### config.mk
export PLATFORM = sky130hd
export DESIGN_NAME = pulse_width_meter
export DESIGN_NICKNAME = d
export VERILOG_FILES = /design/src/rtl/pwm_pkg.sv /design/src/rtl/pwm_sync_edge.sv /design/src/rtl/pwm_tick_gen.sv /design/src/rtl/pwm_wrap_counter.sv /design/src/rtl/pulse_width_meter.sv
export SDC_FILE = /design/constraint.sdc
export NUM_CORES = 1
export LEC_CHECK = 0
export CAP_MARGIN = 20
export CORE_AREA = 2 2 62 70
export CTS_CLUSTER_DIAMETER = 80
export DETAILED_ROUTE_END_ITERATION = 10
export DIE_AREA = 0 0 64 72
export DONT_BUFFER_PORTS = 1
export GPL_TIMING_DRIVEN = 1
export PLACE_DENSITY = 0.84
export SLEW_MARGIN = 5
export SYNTH_ARGS = -nofsm -noshare
export SYNTH_HDL_FRONTEND = slang
export SYNTH_SLANG_ARGS = --single-unit
### constraint.sdc
create_clock -name clk_i -period 2 [get_ports clk_i]
set_input_delay 0.1 -clock clk_i [delete_from_list [all_inputs] [get_ports clk_i]]
set_output_delay 0.1 -clock clk_i [all_outputs]
set_load 0.05 [all_outputs]
### src/rtl/pwm_pkg.sv
package pwm_pkg;
  typedef enum logic [1:0] {
    ST_IDLE  = 2'd0,
    ST_ARMED = 2'd1,
    ST_MEAS  = 2'd2
  } meas_state_e;
endpackage

### src/rtl/pwm_sync_edge.sv
module pwm_sync_edge #(
  parameter int STAGES = 2
) (
  input  logic clk_i,
  input  logic rst_ni,
  input  logic d_i,
  output logic rise_o,
  output logic fall_o
);
  // sh[STAGES-1] is the synchronized sample, sh[STAGES] the previous one
  logic [STAGES:0] sh_q;

  always_ff @(posedge clk_i or negedge rst_ni) begin
    if (!rst_ni) sh_q <= '0;
    else         sh_q <= {sh_q[STAGES-1:0], d_i};
  end

  assign rise_o =  sh_q[STAGES-1] & ~sh_q[STAGES];
  assign fall_o = ~sh_q[STAGES-1] &  sh_q[STAGES];
endmodule

### src/rtl/pwm_tick_gen.sv
module pwm_tick_gen #(
  parameter int TICK_DIV = 4
) (
  input  logic clk_i,
  input  logic rst_ni,
  input  logic clr_i,
  output logic tick_o
);
  localparam int PW = (TICK_DIV > 1) ? $clog2(TICK_DIV) : 1;
  localparam logic [PW-1:0] LAST = PW'(TICK_DIV - 1);

  generate
    if (TICK_DIV <= 1) begin : g_nodiv
      assign tick_o = 1'b1;
    end else begin : g_div
      logic [PW-1:0] ph_q;
      always_ff @(posedge clk_i or negedge rst_ni) begin
        if (!rst_ni)           ph_q <= '0;
        else if (clr_i)        ph_q <= '0;
        else if (ph_q == LAST) ph_q <= '0;
        else                   ph_q <= ph_q + 1'b1;
      end
      assign tick_o = (ph_q == LAST);
    end
  endgenerate
endmodule

### src/rtl/pwm_wrap_counter.sv
module pwm_wrap_counter #(
  parameter int CNT_W = 16
) (
  input  logic             clk_i,
  input  logic             rst_ni,
  input  logic             clr_i,
  input  logic             en_i,
  output logic [CNT_W-1:0] nxt_o,
  output logic             wrap_o
);
  logic [CNT_W-1:0] cnt_q;

  assign nxt_o  = cnt_q + {{(CNT_W-1){1'b0}}, en_i};
  assign wrap_o = en_i & (&cnt_q);

  always_ff @(posedge clk_i or negedge rst_ni) begin
    if (!rst_ni)    cnt_q <= '0;
    else if (clr_i) cnt_q <= '0;
    else            cnt_q <= nxt_o;
  end
endmodule

### src/rtl/pulse_width_meter.sv
module pulse_width_meter
  import pwm_pkg::*;
#(
  parameter int CNT_W    = 16,
  parameter int OVF_W    = 8,
  parameter int TICK_DIV = 4
) (
  input  logic             clk_i,
  input  logic             rst_ni,
  input  logic             pulse_i,
  input  logic             arm_i,
  output logic [OVF_W-1:0] ovf_cnt_o,
  output logic [CNT_W-1:0] rem_o,
  output logic             done_o,
  output logic             busy_o,
  output logic             overrange_o
);
  localparam logic [OVF_W-1:0] OVF_MAX = '1;

  meas_state_e      state_q, state_d;
  logic             rise, fall, tick, start, cnt_en, wrap;
  logic [CNT_W-1:0] cnt_nxt;

  assign start  = (state_q == ST_ARMED) & rise;
  assign cnt_en = (state_q == ST_MEAS) & tick;

  pwm_sync_edge #(.STAGES(2)) u_sync (
    .clk_i (clk_i),
    .rst_ni(rst_ni),
    .d_i   (pulse_i),
    .rise_o(rise),
    .fall_o(fall)
  );

  pwm_tick_gen #(.TICK_DIV(TICK_DIV)) u_tick (
    .clk_i (clk_i),
    .rst_ni(rst_ni),
    .clr_i (start),
    .tick_o(tick)
  );

  pwm_wrap_counter #(.CNT_W(CNT_W)) u_cnt (
    .clk_i (clk_i),
    .rst_ni(rst_ni),
    .clr_i (start),
    .en_i  (cnt_en),
    .nxt_o (cnt_nxt),
    .wrap_o(wrap)
  );

  always_comb begin
    state_d = state_q;
    unique case (state_q)
      ST_IDLE:  if (arm_i) state_d = ST_ARMED;
      ST_ARMED: if (rise)  state_d = ST_MEAS;
      ST_MEAS:  if (fall)  state_d = ST_IDLE;
      default:             state_d = ST_IDLE;
    endcase
  end

  always_ff @(posedge clk_i or negedge rst_ni) begin
    if (!rst_ni) state_q <= ST_IDLE;
    else         state_q <= state_d;
  end

  always_ff @(posedge clk_i or negedge rst_ni) begin
    if (!rst_ni) begin
      ovf_cnt_o   <= '0;
      rem_o       <= '0;
      done_o      <= 1'b0;
      overrange_o <= 1'b0;
    end else if (start) begin
      ovf_cnt_o   <= '0;
      rem_o       <= '0;
      done_o      <= 1'b0;
      overrange_o <= 1'b0;
    end else if (state_q == ST_MEAS) begin
      if (wrap) begin
        if (ovf_cnt_o == OVF_MAX) overrange_o <= 1'b1;
        else                      ovf_cnt_o   <= ovf_cnt_o + 1'b1;
      end
      // wrap in the stop cycle is already in ovf; rem takes post-tick value
      if (fall) begin
        rem_o  <= cnt_nxt;
        done_o <= 1'b1;
      end
    end
  end

  assign busy_o = (state_q == ST_MEAS);
endmodule

==> results.toml <==
[job]
max_cap_violations = 0

[placement]
finalWeightedCongestion = 0.843
buffer_ports.inserted = 0
detailed_place_hpwl_mm = 3.10
dp_slack_ns = -0.126
dp.cells = 271

[setup_path]
required_ns = 2.24
worst-path-max-fanout = 6
worstSetupPathType = "reg -> reg"
arrival_ns = 2.40
end_kind = "flip-flop"
critPathLaunchType = "flip-flop"

[cts]
tritoncts_clock_tree = "yes"
tritoncts.num_buffers = 5
cts_sink_count = 49
cts_root_buf = "clkbuf_8"
cts-htree-levels = 2
clkTransAtPathRegs_ns = 0.08
worstSkewPairLatency_ns = 0.31
cts.path.max_buffers = 2

[power_and_ir_drop]
total_leakage_power_nw = 1.28
power-per-cell-area_nw_per_um2 = 960
vdd_ir_drop_max_v = 0.000745

[sta]
final.min_clock_period_ns = 2.16
final_worst_path_period_share_pct = 108
slew_headroom_pct = 67.6
final.setup_skew_ns = 0.00570
hold_viol_final = 0
max_freq_ghz = 0.463
setup_viol_count_final = 5
tightestPinTransition_ns = 0.486
final_critical_path_setup_slack_ns = -0.160
rsz_0062_raised_after_global_routing = "yes"
hold_ws_ns = 0.304
setup_tns_ns = -0.670
slew_viol_final = 0

[route]
drtAntennaViolNets = 0
drt_iter0_drc = 60
drc_errors = 0
detailroute.via_count = 1579
route.detailed.vias_per_inst = 5.46
detail_route.wirelength_mm = 4.50
routed_wire_length_per_instance_um = 15.6
detailedRoute.firstPassIterationCount = 4

[finish]
most_frequent_cells_in_the_layout = "dfrtp_1 (49), buf_4 (38), nor2_1 (25)"
post_route_cells_drive_above_1_share_pct = 30.0
diodes = 0
final_nets = 244
area_growth_pct = 29.1
mostFrequentLayoutCell = "dfrtp_1"
post_layout_nonfiller_instances = 289

[synthesis]
synth_top_cell_by_area = "dfrtp_1"
avgSynthCellArea_um2 = 10.9
ys_seq_elements = 49
synth_nets = 201
synth_area_leaders = "dfrtp_1 (58%), nor2_1 (4.6%), xnor2_1 (3.8%)"
synthesis.instances = 193
syn-cell-area_um2 = 2100
synth_seq_area_share_pct = 58.4
synth.lib_cells_used.distinct = 33
synthesis.yosys.warnings = 0
synth.top_cell.area_share_pct = 58.4

[grt]
antenna_found_initial = 0
grt_pass1_wl_mm = 7.16
grt_remaining_overflow = 0
number_of_global_route_vias_before_repair = 1567
grtUsageTotal_pct = 20.4
grt_max_degree = 50

[hold_path]
hold_path_class = "in -> async"

[floorplanning]
floorplan.core_area_um2 = 3870
design.portCount = 31
placement_rows = 24
fp.dieW_um = 64
dieArea_um2 = 4610
die_height_um = 72
initial_core_util_pct = 54.2

[status]
violations = "negative setup slack"
result_of_the_run = "finished, violations left"
-- power by group --
part / internal, W / switching, W
Sequential: 0.00112 / 0.000414
Combinational: 0.000149 / 0.000195
Clock: 0.000408 / 0.000314
-- critical path, stage by stage (launching register included) --
cell and delay (ns):
dfrtp_1 0.38, nand4_2 0.14, or4_4 0.50, or3_4 0.43, or4_4 0.49, a21oi_2 0.14
-- registers in the layout, summed over array words and instances, names as in the netlist --
name / cells
rem_o: 16
ovf_cnt_o: 8
overrange_o: 1
done_o: 1
u_sync.sh_q: 3
u_cnt.cnt_q: 16
u_tick.g_div.ph_q: 2
state_q: 2
-- Yosys cell counts --
cell type  count
a22o_1         6
o31ai_1        3
or4_4          1
clkbuf_1       6
nor3b_1        1
nand3_1        9
and3_2         1
and3b_1        1
nand3b_1       1
nand2_1       10
or3_1          3
nor4_1         2
or3_4          1
nor4b_1        1
dfrtp_1       49
xor2_1         7
o21ai_0       12
a211oi_1       2
ha_1           4
buf_6          1
mux2i_1        2
nand4_1        5
and2_1         2
and3b_2        1
nand4_2        1
a21o_1         1
nor2_1        26
inv_1          2
or4_1          3
nor2b_1        2
xnor2_1        9
a21oi_1       15
nor3_1         3
-- through the flow --
step | utilization (%) | instance area (um^2) | total power, W
floorplan | - | 2110 | 0.00175
global placement | 62.0 | 2400 | 0.00184
detailed placement | 62.0 | 2400 | 0.00186
CTS | 67.1 | 2600 | 0.00261
global route | 70.0 | 2710 | 0.00272
finish | 70.0 | 2710 | 0.00260
-- area by class of cell --
class                      count  area (um^2)
clock inverter                 1         30.0
inverter                       2         7.51
timing repair buffer          43          363
multi-input combinational    135          933
clock buffer                   7         86.3
fill                         268         1160
sequential                    49         1230
tap                           52         65.1
-- cell families (layout without fill, tap and decap cells) --
kind of cell	after synthesis	after routing	synth area share, %
simple gates	74	74	18.6
xor+xnor	16	16	6.67
fa+ha+maj	4	4	2.38
mux	2	2	0.953
buf+inv	9	53	1.97
compound gates	39	39	11.1
flops	49	49	58.4
-- worst paths after layout --
check / from / end / slack [ns] / cells past startpoint
min: rst_ni / u_cnt.cnt_q[9] / 0.30 / 2
max reg2reg: u_cnt.cnt_q[6] / ovf_cnt_o[5] / -0.16 / 5
min reg2reg: u_sync.sh_q[0] / u_sync.sh_q[1] / 0.36 / 0
max: u_cnt.cnt_q[6] / ovf_cnt_o[5] / -0.16 / 5
min in group clk_i: pulse_i / u_sync.sh_q[0] / 0.34 / 1
max in group asynchronous: rst_ni / ovf_cnt_o[0] / 1.48 / 2
-- timing repair --
action | CTS | global route
hold endpoints to repair | 51 | 0
hold buffers | 4 | 0
pin swaps | 2 | 8
setup endpoints to repair | 7 | 20
resized for setup | 3 | 15
buffers inserted | 1 | 5
-- per-layer routing --
metal	global-route usage [%]	routed length, um	up-vias
li1	-	-	767
met1	24.2	1890	765
met2	33.9	2270	38
met3	5.74	241	9
met4	10.9	89	0
met5	0	0	-
(Power assumes the default switching activity.)
